===== src/rtl/mii_mgmt_pkg.sv =====
package mii_mgmt_pkg;
  localparam int unsigned ADDR_W = 5;
  localparam int unsigned DATA_W = 16;

  typedef enum logic [1:0] {
    OP_WRITE = 2'b01,
    OP_READ  = 2'b10
  } mdio_op_e;

  localparam logic [1:0] START_SEQ = 2'b01;
  localparam logic [1:0] TA_DRIVE  = 2'b10;

  typedef struct packed {
    logic [ADDR_W-1:0] phy;
    logic [ADDR_W-1:0] regad;
    logic              wr;
  } mgmt_cmd_t;
endpackage


===== src/rtl/mii_mdc_gen.sv =====
module mii_mdc_gen #(
  parameter int unsigned CLK_DIV = 8
) (
  input  logic clk_i,
  input  logic rst_ni,
  input  logic run_i,
  output logic mdc_o,
  output logic rise_o,
  output logic fall_o
);
  localparam int unsigned HALF = CLK_DIV / 2;
  localparam int unsigned CW   = (HALF > 1) ? $clog2(HALF) : 1;

  logic [CW-1:0] cnt_q;
  logic          mdc_q;
  logic          wrap;

  assign wrap   = run_i && (cnt_q == CW'(HALF - 1));
  assign rise_o = wrap && !mdc_q;
  assign fall_o = wrap && mdc_q;
  assign mdc_o  = mdc_q;

  always_ff @(posedge clk_i or negedge rst_ni) begin
    if (!rst_ni) begin
      cnt_q <= '0;
      mdc_q <= 1'b0;
    end else if (!run_i) begin
      cnt_q <= '0;
      mdc_q <= 1'b0;
    end else if (wrap) begin
      cnt_q <= '0;
      mdc_q <= ~mdc_q;
    end else begin
      cnt_q <= cnt_q + 1'b1;
    end
  end

  // the clock level only moves at a half-period boundary
  assert_mdc_hold_R4: assert property (@(posedge clk_i) disable iff (!rst_ni)
    run_i && !rise_o && !fall_o |=> $stable(mdc_o) || !run_i);
endmodule


===== src/rtl/mii_frame_engine.sv =====
module mii_frame_engine
  import mii_mgmt_pkg::*;
#(
  parameter int unsigned PRE_LEN = 32
) (
  input  logic              clk_i,
  input  logic              rst_ni,
  input  logic              start_i,
  input  mgmt_cmd_t         cmd_i,
  input  logic [DATA_W-1:0] wdata_i,
  input  logic              rise_i,
  input  logic              fall_i,
  input  logic              mdio_i,
  output logic              busy_o,
  output logic              done_o,
  output logic              mdio_o,
  output logic              mdio_oe_o,
  output logic [DATA_W-1:0] rdata_o
);
  localparam int unsigned FRAME_LEN = PRE_LEN + 32;
  localparam int unsigned TA_IDX    = PRE_LEN + 14;
  localparam int unsigned DATA_IDX  = TA_IDX + 2;
  localparam int unsigned BW        = $clog2(FRAME_LEN);

  logic [FRAME_LEN-1:0] frame_q;
  logic [BW-1:0]        bit_q;
  logic                 busy_q;
  logic                 wr_q;
  logic [DATA_W-1:0]    rsh_q;
  logic                 last;
  logic [1:0]           op;
  logic [1:0]           ta;
  logic [DATA_W-1:0]    wd;

  assign op   = cmd_i.wr ? OP_WRITE : OP_READ;
  assign ta   = cmd_i.wr ? TA_DRIVE : 2'b00;
  assign wd   = cmd_i.wr ? wdata_i : '0;
  assign last = (bit_q == BW'(FRAME_LEN - 1));

  always_ff @(posedge clk_i or negedge rst_ni) begin
    if (!rst_ni) begin
      frame_q <= '0;
      bit_q   <= '0;
      busy_q  <= 1'b0;
      wr_q    <= 1'b0;
    end else if (!busy_q) begin
      if (start_i) begin
        frame_q <= {{PRE_LEN{1'b1}}, START_SEQ, op, cmd_i.phy, cmd_i.regad, ta, wd};
        bit_q   <= '0;
        busy_q  <= 1'b1;
        wr_q    <= cmd_i.wr;
      end
    end else if (fall_i) begin
      if (last) begin
        busy_q <= 1'b0;
      end else begin
        bit_q   <= bit_q + 1'b1;
        frame_q <= {frame_q[FRAME_LEN-2:0], 1'b0};
      end
    end
  end

  // sample on the cycle the management clock rises
  always_ff @(posedge clk_i or negedge rst_ni) begin
    if (!rst_ni) begin
      rsh_q <= '0;
    end else if (busy_q && rise_i && !wr_q && bit_q >= BW'(DATA_IDX)) begin
      rsh_q <= {rsh_q[DATA_W-2:0], mdio_i};
    end
  end

  assign busy_o    = busy_q;
  assign done_o    = busy_q && fall_i && last;
  assign mdio_o    = busy_q && frame_q[FRAME_LEN-1];
  assign mdio_oe_o = busy_q && (wr_q || bit_q < BW'(TA_IDX));
  assign rdata_o   = rsh_q;

  // the preamble is driven as ones
  assert_preamble_ones_R5: assert property (@(posedge clk_i) disable iff (!rst_ni)
    busy_q && bit_q < BW'(PRE_LEN) |-> mdio_oe_o && mdio_o);

  // the line is released whenever no frame is running
  assert_idle_release_R9: assert property (@(posedge clk_i) disable iff (!rst_ni)
    !busy_q |-> !mdio_oe_o);

  // one bit period per falling edge of the management clock
  assert_bit_on_fall_R4: assert property (@(posedge clk_i) disable iff (!rst_ni)
    busy_q && !fall_i |=> $stable(bit_q));
endmodule


===== src/rtl/mii_mgmt_ctrl.sv =====
module mii_mgmt_ctrl
  import mii_mgmt_pkg::*;
#(
  parameter int unsigned CLK_DIV = 8,
  parameter int unsigned PRE_LEN = 32
) (
  input  logic        clk_i,
  input  logic        rst_ni,
  input  logic        reg_we_i,
  input  logic        reg_sel_i,
  input  logic [15:0] reg_wdata_i,
  output logic [15:0] reg_rdata_o,
  output logic        mdc_o,
  input  logic        mdio_i,
  output logic        mdio_o,
  output logic        mdio_oe_o
);
  mgmt_cmd_t         cmd_q;
  mgmt_cmd_t         cmd_in;
  logic [DATA_W-1:0] data_q;
  logic [DATA_W-1:0] eng_rdata;
  logic              busy;
  logic              done;
  logic              rise;
  logic              fall;
  logic              accept_cmd;
  logic              accept_data;
  logic              unused_wbits;

  assign cmd_in.phy   = reg_wdata_i[15:11];
  assign cmd_in.regad = reg_wdata_i[10:6];
  assign cmd_in.wr    = reg_wdata_i[1];
  assign unused_wbits = ^{reg_wdata_i[5:2], reg_wdata_i[0]};

  assign accept_cmd  = reg_we_i && !reg_sel_i && !busy;
  assign accept_data = reg_we_i && reg_sel_i && !busy;

  always_ff @(posedge clk_i or negedge rst_ni) begin
    if (!rst_ni) begin
      cmd_q  <= '0;
      data_q <= '0;
    end else begin
      if (accept_cmd) cmd_q <= cmd_in;
      if (accept_data) data_q <= reg_wdata_i;
      else if (done && !cmd_q.wr) data_q <= eng_rdata;
    end
  end

  assign reg_rdata_o = reg_sel_i ? data_q
                                 : {cmd_q.phy, cmd_q.regad, 4'b0000, cmd_q.wr, busy};

  mii_mdc_gen #(.CLK_DIV(CLK_DIV)) u_mdc (
    .clk_i  (clk_i),
    .rst_ni (rst_ni),
    .run_i  (busy),
    .mdc_o  (mdc_o),
    .rise_o (rise),
    .fall_o (fall)
  );

  mii_frame_engine #(.PRE_LEN(PRE_LEN)) u_eng (
    .clk_i     (clk_i),
    .rst_ni    (rst_ni),
    .start_i   (accept_cmd),
    .cmd_i     (cmd_in),
    .wdata_i   (data_q),
    .rise_i    (rise),
    .fall_i    (fall),
    .mdio_i    (mdio_i),
    .busy_o    (busy),
    .done_o    (done),
    .mdio_o    (mdio_o),
    .mdio_oe_o (mdio_oe_o),
    .rdata_o   (eng_rdata)
  );

  // an accepted command raises busy on the next cycle
  assert_start_busy_R3: assert property (@(posedge clk_i) disable iff (!rst_ni)
    accept_cmd |=> busy);

  // command writes during a transaction leave the fields alone
  assert_cmd_ignored_R8: assert property (@(posedge clk_i) disable iff (!rst_ni)
    reg_we_i && !reg_sel_i && busy |=> $stable(cmd_q));

  // data writes during a transaction are dropped unless read data lands
  assert_data_ignored_R8: assert property (@(posedge clk_i) disable iff (!rst_ni)
    reg_we_i && reg_sel_i && busy && !done |=> $stable(data_q));

  // no management clock while idle
  assert_mdc_idle_low_R4: assert property (@(posedge clk_i) disable iff (!rst_ni)
    !busy |-> !mdc_o);
endmodule


===== config.mk =====
export PLATFORM = sky130hd
export DESIGN_NAME = mii_mgmt_ctrl
export DESIGN_NICKNAME = d
export VERILOG_FILES = /design/src/rtl/mii_mgmt_pkg.sv /design/src/rtl/mii_mdc_gen.sv /design/src/rtl/mii_frame_engine.sv /design/src/rtl/mii_mgmt_ctrl.sv
export SDC_FILE = /design/constraint.sdc
export NUM_CORES = 1
export LEC_CHECK = 0
export ABC_AREA = 0
export BUFFER_PORTS_ARGS = -buffer_cell sky130_fd_sc_hd__buf_2
export CAP_MARGIN = 20
export CORE_AREA = 2 2 101 103
export CTS_CLUSTER_DIAMETER = 120
export DETAILED_ROUTE_END_ITERATION = 6
export DIE_AREA = 0 0 103 105
export GPL_ROUTABILITY_DRIVEN = 0
export HOLD_SLACK_MARGIN = 0.06
export PLACE_DENSITY = 0.8
export SLEW_MARGIN = 0
export SYNTH_ARGS = -nofsm -noshare
export SYNTH_HDL_FRONTEND = slang
export SYNTH_SLANG_ARGS = --single-unit

===== constraint.sdc =====
create_clock -name clk_i -period 1.95 [get_ports clk_i]
set_clock_uncertainty 0.1 [all_clocks]
set_input_delay 0.2925 -clock clk_i [delete_from_list [all_inputs] [get_ports clk_i]]
set_output_delay 0.2925 -clock clk_i [all_outputs]
set_load 0.02 [all_outputs]

==> qor.csv, run 1 <==
stage,metric,value,unit
floorplan,ioPinCount,40,
setup_path,cp.required,1.56,ns
place,io_buffers,39,
clock_network,worstSkewPairLatency,0.52,ns
setup_path,crit_fanout,5,
timing,fin_ws,0.0707,ns
timing,drv_slew,0,
setup_path,crit_path_frequent_cell,buf_4,
timing,hold_viol_final,0,
timing,setup-violations-final,0,
place,hpwl,6.94,mm
global_route,grt-ovfl-total,0,
clock_network,htreeDepth,4,
power_and_ir_drop,p_seq_share,42.3,%
final_layout,finish.utilization,66.0,%
setup_path,regToRegStartpoint,u_eng.bit_q[0],
final_layout,fin_nets,616,
setup_path,worstSetupStartpointType,flip-flop,
detailed_routing,drtPass1Iterations,7,
setup_path,cp.depth,4,
setup_path,critPathTopFamily,flip-flops,
place,pre_cts_ws,-0.157,ns
timing,period_needed,1.88,ns
synthesis,yosysWarnings,0,
global_route,grt_pass1_vias,4140,
synthesis,syn-num-nets,552,
timing,rsz0062_at_grt,yes,
setup_path,crit_path_end_kind,output port,
outcome,status,"complete, no violations",
power_and_ir_drop,pwr-share-clk,34.0,%
power_and_ir_drop,leakagePower,2.95,nW
detailed_routing,ant_nets,0,
detailed_routing,vias,4157,
synthesis,synth_seq_cells,117,
final_layout,seq_area,2930,sq um
timing,period_share,96.4,%
synthesis,ys_seq_area_share,56.9,%
power_and_ir_drop,powerDensity,1400,nW/um^2
global_route,grt_max_degree,63,
floorplan,fp-row-count,36,
clock_network,cts_post_setup_buffers_inserted,0,
synthesis,synthesis.area,5140,sq um
setup_path,slowest_delay,0.37,ns
timing,tns,0,ns
clock_network,cts-buffers-inserted,17,
final_layout,nFillCells,730,
setup_path,critical-path-slowest-cell,dfrtp_1,
job,maxCapViolCount,0,
timing,tightest_slew,0.551,ns
setup_path,crit_end,mdio_oe_o,
final_layout,syn_to_final_growth,23.7,%
floorplan,die_area,10800,sq um
min_path,min_path_type,primary input to asynchronous set/reset pin,
setup_path,worstPathCellList,buf_4 > a31oi_1 > o31a_1 > buf_4,
clock_network,root_buffer,clkbuf_8,
detailed_routing,vias_per_cell,5.63,
timing,hold_slack,0.227,ns
setup_path,arrival,1.49,ns
floorplan,start_util,53.3,%
detailed_routing,wire_per_inst,16.2,microns
power_and_ir_drop,share_comb_of_total_power,23.7,%
detailed_routing,drtIter0Drc,333,
power_and_ir_drop,vdd_drop_max,0.000737,V
final_layout,num_antenna_cells,0,
synthesis,synthCells,529,
setup_path,crit_start,u_eng.bit_q[3],
floorplan,die_y,105,microns
floorplan,fp.dieW,103,microns
global_route,grt_first_pass_wirelength,20.4,mm
global_route,gr-usage-all-layers,24.2,%
power_and_ir_drop,switching_share,30.5,%
detailed_routing,drc,0,
global_route,antenna_found_initial,0,
clock_network,cts_tree,built,
final_layout,multi_input_area,2050,sq um
setup_path,r2r-end,u_eng.frame_q[29],
setup_path,regToRegSetupSlack,0.12,ns
synthesis,syn_avg_cell_area,9.72,sq um
synthesis,ys_types,40,
floorplan,core_area,9640,sq um
setup_path,crit_type,flip-flop to output port,
clock_network,cts_buffer_depth,2,
detailed_routing,drt-total-wl,11.9,mm
power_and_ir_drop,intPower,6.20,mW
setup_path,crit_buf_inv,2,
final_layout,final_cell_area,6360,sq um
clock_network,path_clk_slew,0.06,ns
power_and_ir_drop,p_switching,2.72,mW
place,dpl_cell_area,5580,sq um
timing,max_freq,0.532,GHz
clock_network,cts.sinks,117,
timing,relSlewSlack,63.2,%
setup_path,rr_worst_depth,6,
final_layout,drive_gt1_share,20.3,%
flip-flops by register name, summed over array words and instances (netlist names):
signal,flops
cmd_q,11
u_eng.frame_q,64
u_eng.bit_q,6
data_q,16
u_mdc.mdc_o,1
u_mdc.cnt_q,2
u_eng.busy_o,1
u_eng.rdata_o,16
layout make-up:
cell class	instances	area share [%]
repair buffers	83	9.89
clock inverters	10	2.04
flip-flops and latches	117	46.1
inverters	3	0.177
clock buffers	21	7.06
well taps	133	2.62
multi-input cells	371	32.1
metal layers:
metal	track usage, %	up-vias	wire length, microns
met3	6.76	24	510
met2	37.9	122	6030
met4	7.33	0	215
met1	32.7	2059	5170
li1	-	1952	-
met5	0	-	0
cell usage in the layout (no fill, tap or decap), drive strengths merged, types with 3 or more instances in the layout:
master | synthesis | final
nor3 | 3 | 3
nor2 | 21 | 21
nand3 | 39 | 39
dfrtp | 117 | 117
buf | 19 | 65
and2 | 5 | 5
nand2 | 144 | 144
a21oi | 3 | 3
a31oi | 19 | 19
bufinv | 0 | 3
mux2i | 10 | 10
dlygate4sd3 | 0 | 18
o21ai | 63 | 63
clkinv | 0 | 5
a22oi | 15 | 15
mux2 | 28 | 28
inv | 3 | 3
clkbuf | 19 | 21
how the worst min path moves through the flow:
stage,start,endpoint,slack [ns],depth (start not counted)
5_1_grt,rst_ni,u_eng.frame_q[61],0.24,3
6_report,rst_ni,u_eng.bit_q[1],0.23,3
3_3_place_gp,rst_ni,u_eng.frame_q[61],0.23,2
4_1_cts,rst_ni,u_eng.bit_q[1],0.23,3
3_5_place_dp,rst_ni,u_eng.frame_q[61],0.22,2
2_1_floorplan,rst_ni,cmd_q[0],-0.10,0
cells in the mapped netlist:
library cell / number / area, sq um
a31o_2: 1 / 8.76
nor3b_1: 1 / 7.51
clkbuf_2: 1 / 5.00
or3_1: 1 / 6.26
nor3_2: 1 / 10.0
nor2_2: 1 / 6.26
nand4b_2: 1 / 15.0
clkbuf_1: 18 / 67.6
nand2_1: 144 / 541
inv_2: 1 / 3.75
buf_4: 1 / 7.51
buf_2: 15 / 75.1
mux2_2: 18 / 203
mux2_1: 10 / 113
ha_1: 2 / 25.0
o21ai_0: 51 / 255
xnor2_1: 1 / 8.76
and2_1: 5 / 31.3
o22ai_1: 2 / 12.5
a21o_1: 2 / 15.0
o21ai_1: 12 / 60.1
dfrtp_1: 117 / 2930
buf_1: 2 / 7.51
and3_1: 2 / 12.5
nor3b_4: 1 / 18.8
nor3_1: 2 / 10.0
inv_1: 2 / 7.51
nor2_1: 20 / 75.1
mux2i_1: 10 / 100
nand4_1: 1 / 6.26
a32o_1: 1 / 10.0
a31oi_1: 19 / 119
a21oi_1: 3 / 15.0
o31a_1: 2 / 17.5
nor2b_1: 1 / 6.26
o21bai_1: 1 / 7.51
nand2b_1: 1 / 6.26
a22oi_1: 15 / 113
buf_6: 1 / 11.3
nand3_1: 39 / 195
stage by stage:
stage / cells / total power [mW]
detailed placement: 689 / 5.81
CTS: 738 / 8.94
global route: 738 / 9.45
global placement: 689 / 5.69
finish: 738 / 8.92
floorplan: 529 / 5.13
power groups by stage:
stage	sequential (mW)	clock (mW)	combinational, mW
3_5_place_dp	3.76	0	2.06
4_1_cts	3.75	3.07	2.12
2_1_floorplan	3.65	0	1.48
5_1_grt	3.87	3.19	2.40
3_3_place_gp	3.73	0	1.95
6_report	3.77	3.03	2.12
worst min-delay path, cell delays in order:
cell	delay, ns
dlygate4sd3_1	0.53
buf_4	0.14
buf_12	0.27
kinds of logic after synthesis:
group | count (synthesis) | synth area share, %
and+or+nand+nor | 221 | 18.4
DFF | 117 | 56.9
AOI/OAI and AO/OA | 109 | 12.3
buffers and inverters | 41 | 3.60
muxes | 38 | 8.08
adders and majority gates | 2 | 0.487
xor gates and xnor gates | 1 | 0.170
timing repair:
action,4_1_cts,5_1_grt
hold endpoints to repair,153,0
gates resized for setup,2,6
hold buffers,18,0
setup endpoints to repair,29,22
Note: power is estimated with default switching activity, not from simulation.
==> inputs of run 2 (changes only) <==
==> constraint.sdc (replaced) <==
create_clock -name clk_i -period 1.95 [get_ports clk_i]
set_clock_uncertainty 0.1 [all_clocks]
set_input_delay 0.39 -clock clk_i [delete_from_list [all_inputs] [get_ports clk_i]]
set_output_delay 0.39 -clock clk_i [all_outputs]
set_load 0.02 [all_outputs]
==> qor.csv, run 2 (synthesized netlist as in run 1, its figures left out) <==
stage,metric,value,unit,change
outcome,status,finished with violations,,
outcome,violations,setup timing,,
clock_network,cts.sinks,117,,unchanged
final_layout,final_cell_area,6400,sq um,+0.57%
final_layout,drive_gt1_share,21.2,%,+0.89 points
timing,tightest_slew,0.575,ns,+0.0236 ns
clock_network,path_clk_slew,0.06,ns,about the same
power_and_ir_drop,powerDensity,1380,nW/um^2,-1.5%
place,hpwl,7.14,mm,+2.9%
setup_path,crit_path_end_kind,output port,,
floorplan,fp.dieW,103,microns,unchanged
final_layout,syn_to_final_growth,24.5,%,
final_layout,largest_register,u_eng.frame_q,,
timing,max_freq,0.503,GHz,-5.4%
place,dpl_cell_area,5570,sq um,-0.27%
clock_network,cts_buffer_depth,2,,unchanged
global_route,antenna_found_initial,0,,unchanged
power_and_ir_drop,intPower,5.95,mW,-4.0%
final_layout,fin_nets,618,,+0.32%
clock_network,worstSkewPairLatency,0.51,ns,about the same
timing,hold_slack,0.313,ns,+0.0861 ns
global_route,grt_pass1_vias,4141,,+0.024%
timing,rsz0062_at_grt,yes,,
power_and_ir_drop,total_power,8.84,mW,-0.95%
final_layout,mostFrequentLayoutCells,"nand2_1 (144), dfrtp_1 (114), o21ai_0 (48)",,
floorplan,core_area,9640,sq um,unchanged
detailed_routing,vias,4188,,+0.75%
timing,period_needed,1.99,ns,+0.108 ns
timing,tns,-0.0372,ns,-0.0372 ns
timing,period_share,102,%,+5.5 points
setup_path,arrival,1.50,ns,about the same
job,maxCapViolCount,0,,unchanged
clock_network,htreeDepth,4,,unchanged
setup_path,worstSetupStartpointType,flip-flop,,
floorplan,fp-row-count,36,,unchanged
detailed_routing,vias_per_cell,5.65,,+0.34%
floorplan,die_area,10800,sq um,unchanged
setup_path,crit_fanout,6,,+1
timing,setup-violations-final,1,,+1
timing,fin_ws,-0.0372,ns,-0.108 ns
setup_path,regToRegSetupSlack,0.07,ns,-0.05 ns
setup_path,crit_start,u_eng.bit_q[2],,
timing,relSlewSlack,61.6,%,-1.6 points
detailed_routing,drtIter0Drc,359,,+7.8%
global_route,grt_max_degree,68,,+7.9%
clock_network,cts_tree,built,,
final_layout,num_antenna_cells,0,,unchanged
power_and_ir_drop,share_comb_of_total_power,24.2,%,+0.5 points
setup_path,rr_worst_depth,6,,unchanged
global_route,grt_first_pass_wirelength,19.9,mm,-2.5%
setup_path,cp.required,1.46,ns,-0.10 ns
place,dp_cells,687,,-0.29%
power_and_ir_drop,leakagePower,2.95,nW,+0.12%
final_layout,final_common_cell,nand2_1,,
clock_network,cts-buffers-inserted,17,,unchanged
detailed_routing,wire_per_inst,16.1,microns,-0.31%
final_layout,largest_reg_flops,64,,unchanged
final_layout,instances_no_fill,741,,+0.41%
timing,hold_viol_final,0,,unchanged
floorplan,start_util,53.3,%,unchanged
power_and_ir_drop,pwr-share-clk,32.8,%,-1.2 points
detailed_routing,drtPass1Iterations,6,,-1
setup_path,crit_type,flip-flop to output port,,
global_route,grt-ovfl-total,0,,unchanged
floorplan,die_y,105,microns,unchanged
detailed_routing,drc,0,,unchanged
min_path,min_path_type,primary input to asynchronous set/reset pin,,
detailed_routing,ant_nets,0,,unchanged
setup_path,regToRegStartpoint,u_eng.bit_q[2],,
power_and_ir_drop,p_seq_share,43.0,%,+0.7 points
timing,drv_slew,0,,unchanged
place,io_buffers,39,,unchanged
detailed_routing,drt-total-wl,11.9,mm,about the same
clock_network,root_buffer,clkbuf_8,,
power_and_ir_drop,vdd_drop_max,0.000779,V,+5.6%
setup_path,crit_end,mdio_oe_o,,
global_route,gr-usage-all-layers,23.8,%,-0.40 points
floorplan,ioPinCount,40,,unchanged
setup_path,r2r-end,u_eng.frame_q[2],,
power_and_ir_drop,switching_share,32.6,%,+2.1 points
power_and_ir_drop,p_switching,2.88,mW,+5.9%
-- run 2: power by group through the flow --
stage                     sequential, mW  clock, mW  combinational, mW
final                               3.80       2.90               2.14
after global placement              3.74          0               1.92
after floorplan                     3.65          0               1.48
after CTS                           3.78       2.94               2.13
after detailed placement            3.78          0               2.03
after global routing                3.88       3.05               2.41
-- run 2: worst max-delay path, stage by stage, from the launching register on --
cell	delay (ns)
dfrtp_1	0.38
buf_6	0.15
a31oi_4	0.07
o31a_1	0.25
buf_6	0.13
-- run 2: per-stage QoR --
| step | util [%] | setup slack, ns |
|---|---|---|
| 2_1_floorplan | - | 0.189 |
| 3_3_place_gp | 57.8 | -0.0878 |
| 3_5_place_dp | 57.8 | -0.178 |
| 4_1_cts | 66.1 | -0.0250 |
| 5_1_grt | 66.4 | -0.0691 |
| 6_report | 66.4 | -0.0372 |
-- run 2: what timing repair did --
item                                    4_1_cts  5_1_grt
endpoints found under the hold margin       137        0
pin swaps                                     0        0
hold buffers                                 18        0
gates resized for setup                      10        8
endpoints found under the setup margin       30       22
setup buffers                                 3        1
-- run 2: how the worst min path moves through the flow --
stage | startpoint | depth (start not counted) | slack, ns | to
detailed placement | rst_ni | 2 | 0.31 | u_eng.frame_q[34]
floorplan | rst_ni | 0 | -0.006 | cmd_q[0]
global placement | rst_ni | 2 | 0.31 | u_eng.frame_q[35]
CTS | rst_ni | 3 | 0.32 | u_eng.frame_q[35]
finish | rst_ni | 3 | 0.31 | u_eng.frame_q[35]
global route | rst_ni | 3 | 0.33 | u_eng.frame_q[34]
-- run 2: area by class of cell --
cell class,count,area (sq um)
Fill cell,739,3240
Sequential cell,117,2930
Multi-Input combinational cell,371,2060
Timing Repair Buffer,85,669
Clock buffer,17,414
Tap cell,133,166
Clock inverter,15,146
Inverter,3,11.3
-- run 2: routing by layer --
metal | vias to the layer above | global-route usage (%) | wire length, microns
met2 | 147 | 38.5 | 6240
met4 | 0 | 9.21 | 222
met5 | - | 0 | 0
met3 | 22 | 5.82 | 613
li1 | 1948 | - | -
met1 | 2071 | 30.6 | 4860
==> inputs of run 3 (changes only) <==
--- a/config.mk
+++ b/config.mk
@@ -15,6 +15,7 @@
 export GPL_ROUTABILITY_DRIVEN = 0
 export HOLD_SLACK_MARGIN = 0.06
 export PLACE_DENSITY = 0.8
+export REMOVE_ABC_BUFFERS = 1
 export SLEW_MARGIN = 0
 export SYNTH_ARGS = -nofsm -noshare
 export SYNTH_HDL_FRONTEND = slang
==> qor.csv, run 3 (synthesized netlist as in run 1, its figures left out) <==
stage,metric,value,unit,change
outcome,status,finished with violations,,
outcome,violations,setup timing,,
setup_path,crit_fanout,5,,-1
job,maxCapViolCount,0,,unchanged
clock_network,cts_buffer_depth,2,,unchanged
timing,fin_ws,-0.0365,ns,+0.000670 ns
final_layout,finish.utilization,67.1,%,+0.70 points
final_layout,drive_gt1_share,21.5,%,+0.29 points
place,hpwl,6.91,mm,-3.2%
setup_path,crit_type,flip-flop to output port,,
detailed_routing,drtPass1Iterations,5,,-1
final_layout,mostFrequentLayoutCells,"nand2_1 (144), dfrtp_1 (115), nand3_1 (37), o21ai_0 (37), buf_2 (36)",,
timing,period_needed,1.99,ns,-0.000670 ns
global_route,grt_pass1_vias,4343,,+4.9%
timing,drv_slew,0,,unchanged
setup_path,crit_path_end_kind,output port,,
timing,tightest_slew,0.653,ns,+0.0778 ns
global_route,gr-usage-all-layers,25.4,%,+1.6 points
detailed_routing,vias,4295,,+2.6%
final_layout,final_common_cell,nand2_1,,
min_path,min_path_type,primary input to flip-flop,,
place,io_buffers,39,,unchanged
setup_path,cp.required,1.46,ns,about the same
global_route,grt_first_pass_wirelength,21.2,mm,+6.9%
floorplan,ioPinCount,40,,unchanged
final_layout,instances_no_fill,742,,+0.13%
place,dpl_cell_area,5600,sq um,+0.54%
detailed_routing,ant_nets,0,,unchanged
clock_network,cts-buffers-inserted,17,,unchanged
final_layout,final_cell_area,6470,sq um,+1.1%
clock_network,htreeDepth,4,,unchanged
detailed_routing,wire_per_inst,17.1,microns,+5.9%
global_route,antenna_found_initial,0,,unchanged
clock_network,cts.sinks,117,,unchanged
floorplan,core_area,9640,sq um,unchanged
detailed_routing,drc,0,,unchanged
floorplan,fp.dieW,103,microns,unchanged
floorplan,die_area,10800,sq um,unchanged
timing,period_share,102,%,about the same
detailed_routing,drt-total-wl,12.7,mm,+6.0%
clock_network,path_clk_slew,0.06,ns,about the same
global_route,grt-ovfl-total,0,,unchanged
final_layout,num_antenna_cells,0,,unchanged
timing,relSlewSlack,56.4,%,-5.2 points
power_and_ir_drop,leakagePower,2.99,nW,+1.3%
place,dp_cells,687,,unchanged
floorplan,die_y,105,microns,unchanged
clock_network,root_buffer,clkbuf_8,,
final_layout,syn_to_final_growth,25.8,%,
final_layout,fin_nets,619,,+0.16%
final_layout,largest_reg_flops,64,,unchanged
timing,max_freq,0.503,GHz,about the same
detailed_routing,drtIter0Drc,461,,+28%
setup_path,worstSetupStartpointType,flip-flop,,
clock_network,worstSkewPairLatency,0.51,ns,about the same
floorplan,fp-row-count,36,,unchanged
power_and_ir_drop,powerDensity,1390,nW/um^2,+0.98%
timing,hold_viol_final,0,,unchanged
clock_network,cts_tree,built,,
timing,setup-violations-final,1,,unchanged
power_and_ir_drop,vdd_drop_max,0.000727,V,-6.6%
final_layout,largest_register,u_eng.frame_q,,
detailed_routing,vias_per_cell,5.79,,+2.4%
final_layout,nFillCells,705,,-4.6%
timing,rsz0062_at_grt,yes,,
floorplan,start_util,53.3,%,unchanged
global_route,grt_max_degree,49,,-28%
setup_path,arrival,1.50,ns,about the same
## run 3: changes by cell type in the layout (fill, tap and decap cells not counted), sizes merged
cell	change
clkinv	-2
buf	+1
bufbuf	+1
clkbuf	+1
clkinvlp	+1
dlygate4sd3	-1
## run 3: report_power, final
| group | switching [mW] | leakage (nW) | internal [mW] |
|---|---|---|---|
| clock | 1.20 | 0.271 | 1.76 |
| combinational | 1.26 | 1.31 | 1.03 |
| sequential | 0.508 | 1.41 | 3.26 |
| total | 2.97 | 2.99 | 6.05 |
## run 3: final timing paths
kind / startpoint / endpoint / slack (ns) / depth (start not counted)
max: u_eng.bit_q[3] / mdio_oe_o / -0.04 / 4
min: reg_wdata_i[3] / data_q[3] / 0.1 / 3
max reg2reg: u_eng.bit_q[1] / u_eng.frame_q[28] / 0.10 / 5
min reg2reg: u_mdc.cnt_q[0] / u_mdc.cnt_q[0] / 0.35 / 1
max in group asynchronous: rst_ni / u_eng.busy_o / 0.88 / 3
min in group asynchronous: rst_ni / cmd_q[2] / 0.27 / 2
## run 3: area by class of cell
type / count / area (sq um) / share of cell area, %
clock inverters: 14 / 143 / 2.21
clock buffers: 18 / 428 / 6.62
well taps: 133 / 166 / 2.57
inverters: 3 / 11.3 / 0.174
repair buffers: 86 / 734 / 11.4
multi-input cells: 371 / 2050 / 31.8
flip-flops and latches: 117 / 2930 / 45.3
## run 3: routing by layer
| metal | global-route usage [%] | routed length (microns) | vias to the layer above |
|---|---|---|---|
| met5 | 0 | 0 | - |
| met4 | 10.1 | 254 | 0 |
| met3 | 7.02 | 869 | 26 |
| met2 | 39.4 | 6320 | 186 |
| met1 | 33.6 | 5220 | 2125 |
| li1 | - | - | 1958 |
## run 3: critical path, stage by stage (launching register included)
cell and delay, ns:
dfrtp_1 0.39, buf_6 0.13, a31oi_1 0.17, o31a_1 0.17, buf_6 0.12
## run 3: stage by stage
| step | TNS [ns] | hold slack, ns | power, mW | worst slack (ns) |
|---|---|---|---|---|
| 2_1_floorplan | -115.70 | -0.00559 | 5.07 | -1.82 |
| 6_report | -0.0365 | 0.0973 | 9.02 | -0.0365 |
| 4_1_cts | -0.0895 | 0.0665 | 8.96 | -0.0895 |
| 5_1_grt | -0.458 | 0.0872 | 9.53 | -0.115 |
| 3_3_place_gp | -3.25 | 0.250 | 5.69 | -0.148 |
| 3_5_place_dp | -3.65 | 0.253 | 5.83 | -0.198 |
## run 3: timing repair
| action | in CTS | in global routing |
|---|---|---|
| hold endpoints to repair | 49 | 0 |
| hold buffers | 17 | 0 |
| setup endpoints to repair | 31 | 13 |
| gates resized for setup | 8 | 22 |
| setup buffers | 2 | 3 |
| pin swaps | 0 | 1 |
| gates cloned | 1 | 0 |
